### src/rtl/tw_pkg.sv
package tw_pkg;
  localparam int TW_DEV_AW = 7;
  localparam int TW_DW     = 8;

  typedef enum logic [2:0] {
    ST_IDLE,
    ST_RX,
    ST_RACK,
    ST_TX,
    ST_TACK
  } tw_state_e;

  typedef enum logic [1:0] {
    BK_ADDR,
    BK_PTR,
    BK_DATA
  } tw_kind_e;
endpackage

### src/rtl/tw_sync.sv
module tw_sync #(
  parameter int STAGES = 2
) (
  input  logic clk,
  input  logic rst_n,
  input  logic scl_i,
  input  logic sda_i,
  output logic sda_s,
  output logic scl_rise,
  output logic scl_fall,
  output logic start_det,
  output logic stop_det
);
  logic [STAGES-1:0] scl_m, sda_m;
  logic              scl_d, sda_d;
  logic              scl_s;

  always_ff @(posedge clk or negedge rst_n) begin
    if (!rst_n) begin
      scl_m <= '1;
      sda_m <= '1;
      scl_d <= 1'b1;
      sda_d <= 1'b1;
    end else begin
      scl_m <= {scl_m[STAGES-2:0], scl_i};
      sda_m <= {sda_m[STAGES-2:0], sda_i};
      scl_d <= scl_m[STAGES-1];
      sda_d <= sda_m[STAGES-1];
    end
  end

  assign scl_s     = scl_m[STAGES-1];
  assign sda_s     = sda_m[STAGES-1];
  assign scl_rise  = scl_s & ~scl_d;
  assign scl_fall  = ~scl_s & scl_d;
  assign start_det = scl_s & scl_d & ~sda_s & sda_d;
  assign stop_det  = scl_s & scl_d & sda_s & ~sda_d;
endmodule

### src/rtl/tw_ptr.sv
module tw_ptr #(
  parameter int AW = 7
) (
  input  logic          clk,
  input  logic          rst_n,
  input  logic          clr,
  input  logic          load,
  input  logic          load_inh,
  input  logic [AW-1:0] load_val,
  input  logic          adv,
  output logic [AW-1:0] ptr
);
  localparam logic [AW-1:0] PMAX = {AW{1'b1}};

  logic          inh, inh_nx;
  logic [AW-1:0] ptr_nx;

  always_comb begin
    ptr_nx = ptr;
    inh_nx = inh;
    if (clr) begin
      ptr_nx = '0;
      inh_nx = 1'b0;
    end else if (load) begin
      ptr_nx = load_val;
      inh_nx = load_inh;
    end else if (adv && !inh && (ptr != PMAX)) begin
      ptr_nx = ptr + 1'b1;
    end
  end

  always_ff @(posedge clk or negedge rst_n) begin
    if (!rst_n) begin
      ptr <= '0;
      inh <= 1'b0;
    end else begin
      ptr <= ptr_nx;
      inh <= inh_nx;
    end
  end

  // saturation at the top register
  a_r4_saturate: assert property (@(posedge clk) disable iff (!rst_n)
    (ptr == PMAX && adv && !load && !clr) |=> (ptr == PMAX));

  // inhibit flag freezes the pointer
  a_r3_inhibit_hold: assert property (@(posedge clk) disable iff (!rst_n)
    (inh && adv && !load && !clr) |=> $stable(ptr));

  // stop returns the pointer to zero
  a_r5_clear: assert property (@(posedge clk) disable iff (!rst_n)
    clr |=> (ptr == '0));
endmodule

### src/rtl/tw_engine.sv
module tw_engine
  import tw_pkg::*;
(
  input  logic                 clk,
  input  logic                 rst_n,
  input  logic                 sda_s,
  input  logic                 scl_rise,
  input  logic                 scl_fall,
  input  logic                 start_det,
  input  logic                 stop_det,
  input  logic [TW_DEV_AW-1:0] dev_addr,
  input  logic [TW_DW-1:0]     reg_rdata,
  output logic                 sda_oe,
  output logic                 reg_we,
  output logic [TW_DW-1:0]     reg_wdata,
  output logic                 reg_re,
  output logic                 ptr_clr,
  output logic                 ptr_load,
  output logic                 ptr_load_inh,
  output logic [TW_DEV_AW-1:0] ptr_load_val,
  output logic                 ptr_adv
);
  tw_state_e        state, st_nx;
  tw_kind_e         kind, kd_nx;
  logic [3:0]       cnt, cnt_nx;
  logic [TW_DW-1:0] shreg, sh_nx;
  logic             rw, rw_nx;
  logic             ack_ok, ak_nx;
  logic             byte_done;

  assign byte_done = scl_fall && (cnt == 4'd8);

  always_comb begin
    st_nx    = state;
    kd_nx    = kind;
    cnt_nx   = cnt;
    sh_nx    = shreg;
    rw_nx    = rw;
    ak_nx    = ack_ok;
    reg_we   = 1'b0;
    reg_re   = 1'b0;
    ptr_load = 1'b0;
    ptr_adv  = 1'b0;
    if (stop_det) begin
      st_nx = ST_IDLE;
    end else if (start_det) begin
      st_nx  = ST_RX;
      kd_nx  = BK_ADDR;
      cnt_nx = '0;
    end else begin
      case (state)
        ST_RX: begin
          if (scl_rise) begin
            sh_nx  = {shreg[TW_DW-2:0], sda_s};
            cnt_nx = cnt + 4'd1;
          end else if (byte_done) begin
            case (kind)
              BK_ADDR: begin
                if (shreg[TW_DW-1:1] == dev_addr) begin
                  rw_nx = shreg[0];
                  st_nx = ST_RACK;
                end else begin
                  st_nx = ST_IDLE;
                end
              end
              BK_PTR: begin
                ptr_load = 1'b1;
                st_nx    = ST_RACK;
              end
              default: begin
                reg_we  = 1'b1;
                ptr_adv = 1'b1;
                st_nx   = ST_RACK;
              end
            endcase
          end
        end
        ST_RACK: begin
          if (scl_fall) begin
            cnt_nx = '0;
            if (kind == BK_ADDR && rw) begin
              st_nx   = ST_TX;
              sh_nx   = reg_rdata;
              reg_re  = 1'b1;
              ptr_adv = 1'b1;
            end else begin
              st_nx = ST_RX;
              kd_nx = (kind == BK_ADDR) ? BK_PTR : BK_DATA;
            end
          end
        end
        ST_TX: begin
          if (scl_fall) begin
            if (cnt == 4'd7) begin
              st_nx = ST_TACK;
            end else begin
              sh_nx  = {shreg[TW_DW-2:0], 1'b0};
              cnt_nx = cnt + 4'd1;
            end
          end
        end
        ST_TACK: begin
          if (scl_rise) begin
            ak_nx = ~sda_s;
          end else if (scl_fall) begin
            if (ack_ok) begin
              st_nx   = ST_TX;
              sh_nx   = reg_rdata;
              reg_re  = 1'b1;
              ptr_adv = 1'b1;
              cnt_nx  = '0;
            end else begin
              st_nx = ST_IDLE;
            end
          end
        end
        default: ;
      endcase
    end
  end

  always_ff @(posedge clk or negedge rst_n) begin
    if (!rst_n) begin
      state  <= ST_IDLE;
      kind   <= BK_ADDR;
      cnt    <= '0;
      shreg  <= '0;
      rw     <= 1'b0;
      ack_ok <= 1'b0;
    end else begin
      state  <= st_nx;
      kind   <= kd_nx;
      cnt    <= cnt_nx;
      shreg  <= sh_nx;
      rw     <= rw_nx;
      ack_ok <= ak_nx;
    end
  end

  assign sda_oe       = (state == ST_RACK) | ((state == ST_TX) & ~shreg[TW_DW-1]);
  assign reg_wdata    = shreg;
  assign ptr_clr      = stop_det;
  assign ptr_load_inh = shreg[TW_DW-1];
  assign ptr_load_val = shreg[TW_DEV_AW-1:0];

  // no acknowledge for a foreign address
  a_r1_mismatch_release: assert property (@(posedge clk) disable iff (!rst_n)
    (state == ST_RX && kind == BK_ADDR && byte_done && !start_det && !stop_det &&
     shreg[TW_DW-1:1] != dev_addr) |=> !sda_oe);

  // write strobe lasts a single cycle
  a_r2_we_pulse: assert property (@(posedge clk) disable iff (!rst_n)
    reg_we |=> !reg_we);

  // host NACK ends the read
  a_r9_nack_release: assert property (@(posedge clk) disable iff (!rst_n)
    (state == ST_TACK && scl_fall && !ack_ok && !start_det && !stop_det)
    |=> (!sda_oe && !reg_re));

  // stop releases the data line
  a_r5_stop_release: assert property (@(posedge clk) disable iff (!rst_n)
    stop_det |=> !sda_oe);
endmodule

### src/rtl/twowire_regport.sv
module twowire_regport
  import tw_pkg::*;
#(
  parameter int SYNC_STAGES = 2
) (
  input  logic                 clk,
  input  logic                 rst_n,
  input  logic                 scl_i,
  input  logic                 sda_i,
  output logic                 sda_oe,
  input  logic [TW_DEV_AW-1:0] dev_addr_i,
  output logic [TW_DEV_AW-1:0] reg_addr_o,
  output logic [TW_DW-1:0]     reg_wdata_o,
  output logic                 reg_we_o,
  input  logic [TW_DW-1:0]     reg_rdata_i,
  output logic                 reg_re_o
);
  logic [1:0]           rst_pipe;
  logic                 rst_int_n;
  logic                 sda_s, scl_rise, scl_fall, start_det, stop_det;
  logic                 ptr_clr, ptr_load, ptr_load_inh, ptr_adv;
  logic [TW_DEV_AW-1:0] ptr_load_val;

  always_ff @(posedge clk or negedge rst_n) begin
    if (!rst_n) rst_pipe <= 2'b00;
    else        rst_pipe <= {rst_pipe[0], 1'b1};
  end
  assign rst_int_n = rst_pipe[1];

  tw_sync #(.STAGES(SYNC_STAGES)) u_sync (
    .clk       (clk),
    .rst_n     (rst_int_n),
    .scl_i     (scl_i),
    .sda_i     (sda_i),
    .sda_s     (sda_s),
    .scl_rise  (scl_rise),
    .scl_fall  (scl_fall),
    .start_det (start_det),
    .stop_det  (stop_det)
  );

  tw_engine u_engine (
    .clk          (clk),
    .rst_n        (rst_int_n),
    .sda_s        (sda_s),
    .scl_rise     (scl_rise),
    .scl_fall     (scl_fall),
    .start_det    (start_det),
    .stop_det     (stop_det),
    .dev_addr     (dev_addr_i),
    .reg_rdata    (reg_rdata_i),
    .sda_oe       (sda_oe),
    .reg_we       (reg_we_o),
    .reg_wdata    (reg_wdata_o),
    .reg_re       (reg_re_o),
    .ptr_clr      (ptr_clr),
    .ptr_load     (ptr_load),
    .ptr_load_inh (ptr_load_inh),
    .ptr_load_val (ptr_load_val),
    .ptr_adv      (ptr_adv)
  );

  tw_ptr #(.AW(TW_DEV_AW)) u_ptr (
    .clk      (clk),
    .rst_n    (rst_int_n),
    .clr      (ptr_clr),
    .load     (ptr_load),
    .load_inh (ptr_load_inh),
    .load_val (ptr_load_val),
    .adv      (ptr_adv),
    .ptr      (reg_addr_o)
  );
endmodule

### config.mk
export PLATFORM = sky130hd
export DESIGN_NAME = twowire_regport
export DESIGN_NICKNAME = d
export VERILOG_FILES = /design/src/rtl/tw_pkg.sv /design/src/rtl/tw_sync.sv /design/src/rtl/tw_ptr.sv /design/src/rtl/tw_engine.sv /design/src/rtl/twowire_regport.sv
export SDC_FILE = /design/constraint.sdc
export NUM_CORES = 1
export LEC_CHECK = 0
export BUFFER_PORTS_ARGS = -buffer_cell sky130_fd_sc_hd__clkbuf_2
export CAP_MARGIN = 30
export CELL_PAD_IN_SITES_DETAIL_PLACEMENT = 0
export CELL_PAD_IN_SITES_GLOBAL_PLACEMENT = 2
export CORE_AREA = 5 5 91 93
export CTS_CLUSTER_DIAMETER = 40
export DETAILED_ROUTE_END_ITERATION = 16
export DIE_AREA = 0 0 96 98
export HOLD_SLACK_MARGIN = 0.03
export PLACE_DENSITY_LB_ADDON = 0.1
export SLEW_MARGIN = 0
export SYNTH_ARGS = -nofsm -noshare
export SYNTH_HDL_FRONTEND = slang
export SYNTH_SLANG_ARGS = --single-unit
export TNS_END_PERCENT = 30
### constraint.sdc
create_clock -name clk -period 2.15 [get_ports clk]
set_input_delay 0.43 -clock clk [delete_from_list [all_inputs] [get_ports clk]]
set_output_delay 0.43 -clock clk [all_outputs]
set_load 0.01 [all_outputs]
==> Flow_metrics.wiki <==
{| class="wikitable"
! Metric !! Value
|-
| Fraction of final layout cells with drive strength greater than 1 || 42.7%
|-
| Fillcell total || 790
|-
| Die X || 96 um
|-
| Critical Path Source Type || flip-flop
|-
| Die area || 0.00941 mm^2
|-
| Biggest cell delay along the critical path || 420 ps
|-
| Yosys synthesis warning count || 0
|-
| Time the worst path needs with I/O delays and setup || 2100 ps
|-
| Die Ht || 98 um
|-
| Pin count of the biggest net entering global routing || 33
|-
| Final core utilization || 36.6%
|-
| Post-synth EDFFs || 0
|-
| Pwr Density || 1090 mW/mm^2
|-
| Number of buffers inserted during clock tree synthesis || 5
|-
| Critical path endpoint category || output port
|-
| Clock latency at the later pin of the worst-skew pair || 290 ps
|-
| Number of global-route vias before repair || 1862
|-
| Clock skew after layout || 12.2 ps
|-
| Final global-route overflow total || 0
|-
| Max Root-Sink Buffers || 2
|-
| Area taken by flip-flops and latches || 885 um^2
|-
| Xor and xnor area share after synthesis || 5.72%
|-
| Combinational family with the most area after synthesis || simple AND/OR/NAND/NOR gates
|-
| Initial antenna violation count || 0
|-
| Highest-count cells in the layout ignoring fill and taps || 35 x sky130_fd_sc_hd__clkbuf_2, 28 x sky130_fd_sc_hd__dfrtp_1, 20 x sky130_fd_sc_hd__buf_4
|-
| Max-slew violation total from the final report || 0
|-
| Final Wtd Congestion || 0.807
|-
| Final #Nets || 274
|-
| Post-synthesis simple-gate area fraction || 18.4%
|-
| Cell count after synthesis || 195
|-
| Crit Path Max Fanout || 4
|-
| Status || finished clean
|-
| Sequential fraction of the synthesis area || 41.2%
|-
| Drc violations || 0
|-
| Cell class contributing the biggest share of worst-path delay || simple AND/OR/NAND/NOR gates
|-
| Total number of cells along the worst setup path || 5
|-
| Clock-pin slew of the registers on the worst-case setup and hold paths || 80 ps
|-
| Root buffer cell || sky130_fd_sc_hd__clkbuf_8
|-
| Critical path class || reg -> out
|-
| Antenna-violating nets left || 0
|-
| TritonCTS clock tree || built
|-
| Critical path data required time || 1720 ps
|-
| Number of cell instances on the worst register-to-register path || 8
|-
| Average cell area after synthesis || 11.0 um^2
|-
| Share of synthesized area spent on multiplexers || 15.3%
|-
| Kind of path behind the tightest hold check || reg -> async
|-
| Slowest cell on crit path || sky130_fd_sc_hd__dfrtp_1
|-
| Slew @ Worst Pin || 518 ps
|-
| Normalized max-slew margin || 65.3%
|-
| Summed negative setup slack over all endpoints || 0 ps
|-
| Vias per inst || 4.86
|-
| Worst endpoint data arrival time || 1670 ps
|-
| Worst vdd ir || 0.000409 V
|-
| Endpoints failing hold || 0
|-
| Overall track demand over capacity in global routing || 13.2%
|-
| Count of buffers inserted at the top-level ports || 36
|-
| Final critical-path share of the clock period || 97.7%
|-
| Most frequent standard cell in the layout excluding fill and tap cells || sky130_fd_sc_hd__clkbuf_2
|-
| Area of the core || 0.00745 mm^2
|-
| Synthesized-area fraction occupied by ao, oa, aoi and oai cells || 13.6%
|-
| Combined area of the multi-input logic cells || 0.00120 mm^2
|-
| Starting Density || 28.8%
|-
| Total standard cell area after synthesis || 0.00214 mm^2
|-
| First-pass GRT wire length || 9770 um
|-
| H-tree levels || 2
|-
| First-pass DRT Iterations || 4
|-
| HPWL after detailed placement || 4260 um
|-
| Top achievable clock speed || 476 MHz
|-
| Number of distinct library cell variants in the gate-level netlist after synthesis || 52
|-
| Post-Route WL || 5640 um
|-
| Area delta synth->final || 27.1%
|-
| Final-report setup violation count || 0
|-
| WP buf/inv || 2
|-
| Number of top-level pins || 37
|-
| Violation count after the first detailed-route iteration || 88
|-
| Number of max-cap violations || 0
|-
| Leakage power of the design || 1.19 nW
|-
| TritonCTS Sinks || 35
|-
| Crit-path cells || or3b_4 -> nor4_2 -> buf_4 -> and2_1 -> buf_2
|-
| Number of cell rows || 32
|-
| Total via count in the routed design || 1724
|-
| Number of antenna cells inserted || 0
|-
| Detailed-route wire length per cell || 15.9 um
|-
| Flip-flop cell with the highest count after synthesis || sky130_fd_sc_hd__dfrtp_1
|-
| Total of flip-flops plus latches after synthesis || 35
|-
| Post-synth ARST share || 100%
|-
| Total nets after synthesis || 217
|-
| Setup repair after global routing missed its margin || true
|-
| Post-Synth Adder-Cell Area || 1.75%
|}
-- state kept, by name (all words and copies together), names as in the netlist --
| name | flops |
|---|---|
| rst_pipe | 2 |
| u_engine.ack_ok | 1 |
| u_engine.cnt | 4 |
| u_engine.kind | 2 |
| u_engine.reg_wdata | 8 |
| u_engine.rw | 1 |
| u_engine.state | 3 |
| u_ptr.inh | 1 |
| u_ptr.ptr | 7 |
| u_sync.scl_d | 1 |
| u_sync.scl_m | 2 |
| u_sync.sda_d | 1 |
| u_sync.sda_m | 2 |
-- kinds of logic after synthesis --
family | after synthesis
AND/OR/NAND/NOR | 61
AO/OA/AOI/OAI | 38
flip-flops | 35
multiplexers | 26
buffers and inverters | 17
XOR/XNOR | 14
adder cells (fa/ha/maj) | 3
other | 1
-- final timing paths --
kind                                        endpoint                          start  slack, ps
min in group clk           u_sync.scl_m[0]$_DFF_PN1_                          scl_i        220
setup / recovery                            reg_we_o  u_engine.state[2]$_DFFE_PN0P_         50
max in group asynchronous     u_sync.scl_d$_DFF_PN1_          rst_pipe[1]$_DFF_PN0_       1500
hold reg to reg            u_sync.scl_m[0]$_DFF_PN1_          rst_pipe[1]$_DFF_PN0_        190
setup reg to reg            u_ptr.ptr[4]$_DFFE_PN0P_  u_engine.state[2]$_DFFE_PN0P_         80
hold / removal             u_sync.scl_m[0]$_DFF_PN1_          rst_pipe[1]$_DFF_PN0_        190
-- worst register-to-register path, cell delays in order (launching register included) --
cell and delay (ps):
sky130_fd_sc_hd__dfrtp_1 420, sky130_fd_sc_hd__or3b_4 420, sky130_fd_sc_hd__nor4_2 140, sky130_fd_sc_hd__buf_4 150
sky130_fd_sc_hd__buf_4 130, sky130_fd_sc_hd__a2bb2oi_2 80, sky130_fd_sc_hd__o21ai_4 270, sky130_fd_sc_hd__buf_6 160
sky130_fd_sc_hd__mux2i_1 200
-- metal layers --
metal	track usage [%]	wire, um	part of all wire [%]
met1	18.7	2730	48
met4	3.61	80	1.4
met5	0	0	0
met2	19.8	2590	46
met3	3.08	238	4.2
-- cell type report --
class / count / area share (%)
well taps: 102 / 4.68
multi-input cells: 143 / 44.0
inverters: 8 / 1.10
clock inverters: 3 / 1.61
repair buffers: 59 / 13.6
flip-flops and latches: 35 / 32.4
clock buffers: 5 / 2.52
-- cell usage after synthesis, drive strengths merged, types with 2 or more instances --
master / n / share of area [%]
clkbuf: 3 / 0.53
nor3: 4 / 0.93
mux2: 21 / 13
nand3b: 3 / 1.1
inv: 8 / 1.4
and4b: 3 / 1.6
dfstp: 6 / 7.4
a2bb2oi: 2 / 1.1
mux2i: 5 / 2.3
xor2: 2 / 0.82
nor2b: 5 / 1.5
ha: 3 / 1.8
nor2: 9 / 1.6
buf: 6 / 1.9
nand2: 4 / 0.70
a211oi: 3 / 1.1
a21oi: 11 / 2.7
nand2b: 4 / 1.2
dfrtp: 29 / 34
o21ai: 8 / 2.4
xnor2: 12 / 4.9
nand3: 14 / 3.3
o31ai: 4 / 1.4
and3: 2 / 0.58
and2: 3 / 0.88
nor3b: 3 / 2.3
-- power by group --
group | total (W) | switching (W) | internal (W)
Sequential | 0.00107 | 0.000242 | 0.000825
Combinational | 0.00129 | 0.000617 | 0.000671
Clock | 0.000608 | 0.000262 | 0.000346
Total | 0.00296 | 0.00112 | 0.00184
-- timing repair --
| item | in CTS | in global routing |
|---|---|---|
| hold endpoints to repair | 2 | 0 |
| endpoints found under the setup margin | 2 | 15 |
| gates resized for setup | 1 | 7 |
| pin swaps | 0 | 1 |
| hold buffers | 1 | 0 |
| setup buffers | 3 | 4 |
-- metrics by stage --
stage          setup WS [ps]  hold WS (ps)  power (W)  cell area [um^2]  cells
2_1_floorplan            136           134    0.00190              2140    195
5_1_grt                -34.4           202    0.00319              2730    355
3_3_place_gp            62.2           180    0.00233              2520    339
3_5_place_dp            48.2           190    0.00232              2520    339
4_1_cts                 1.75           198    0.00295              2670    351
6_report                48.7           193    0.00296              2730    355
Note: power is estimated with default switching activity, not from simulation.
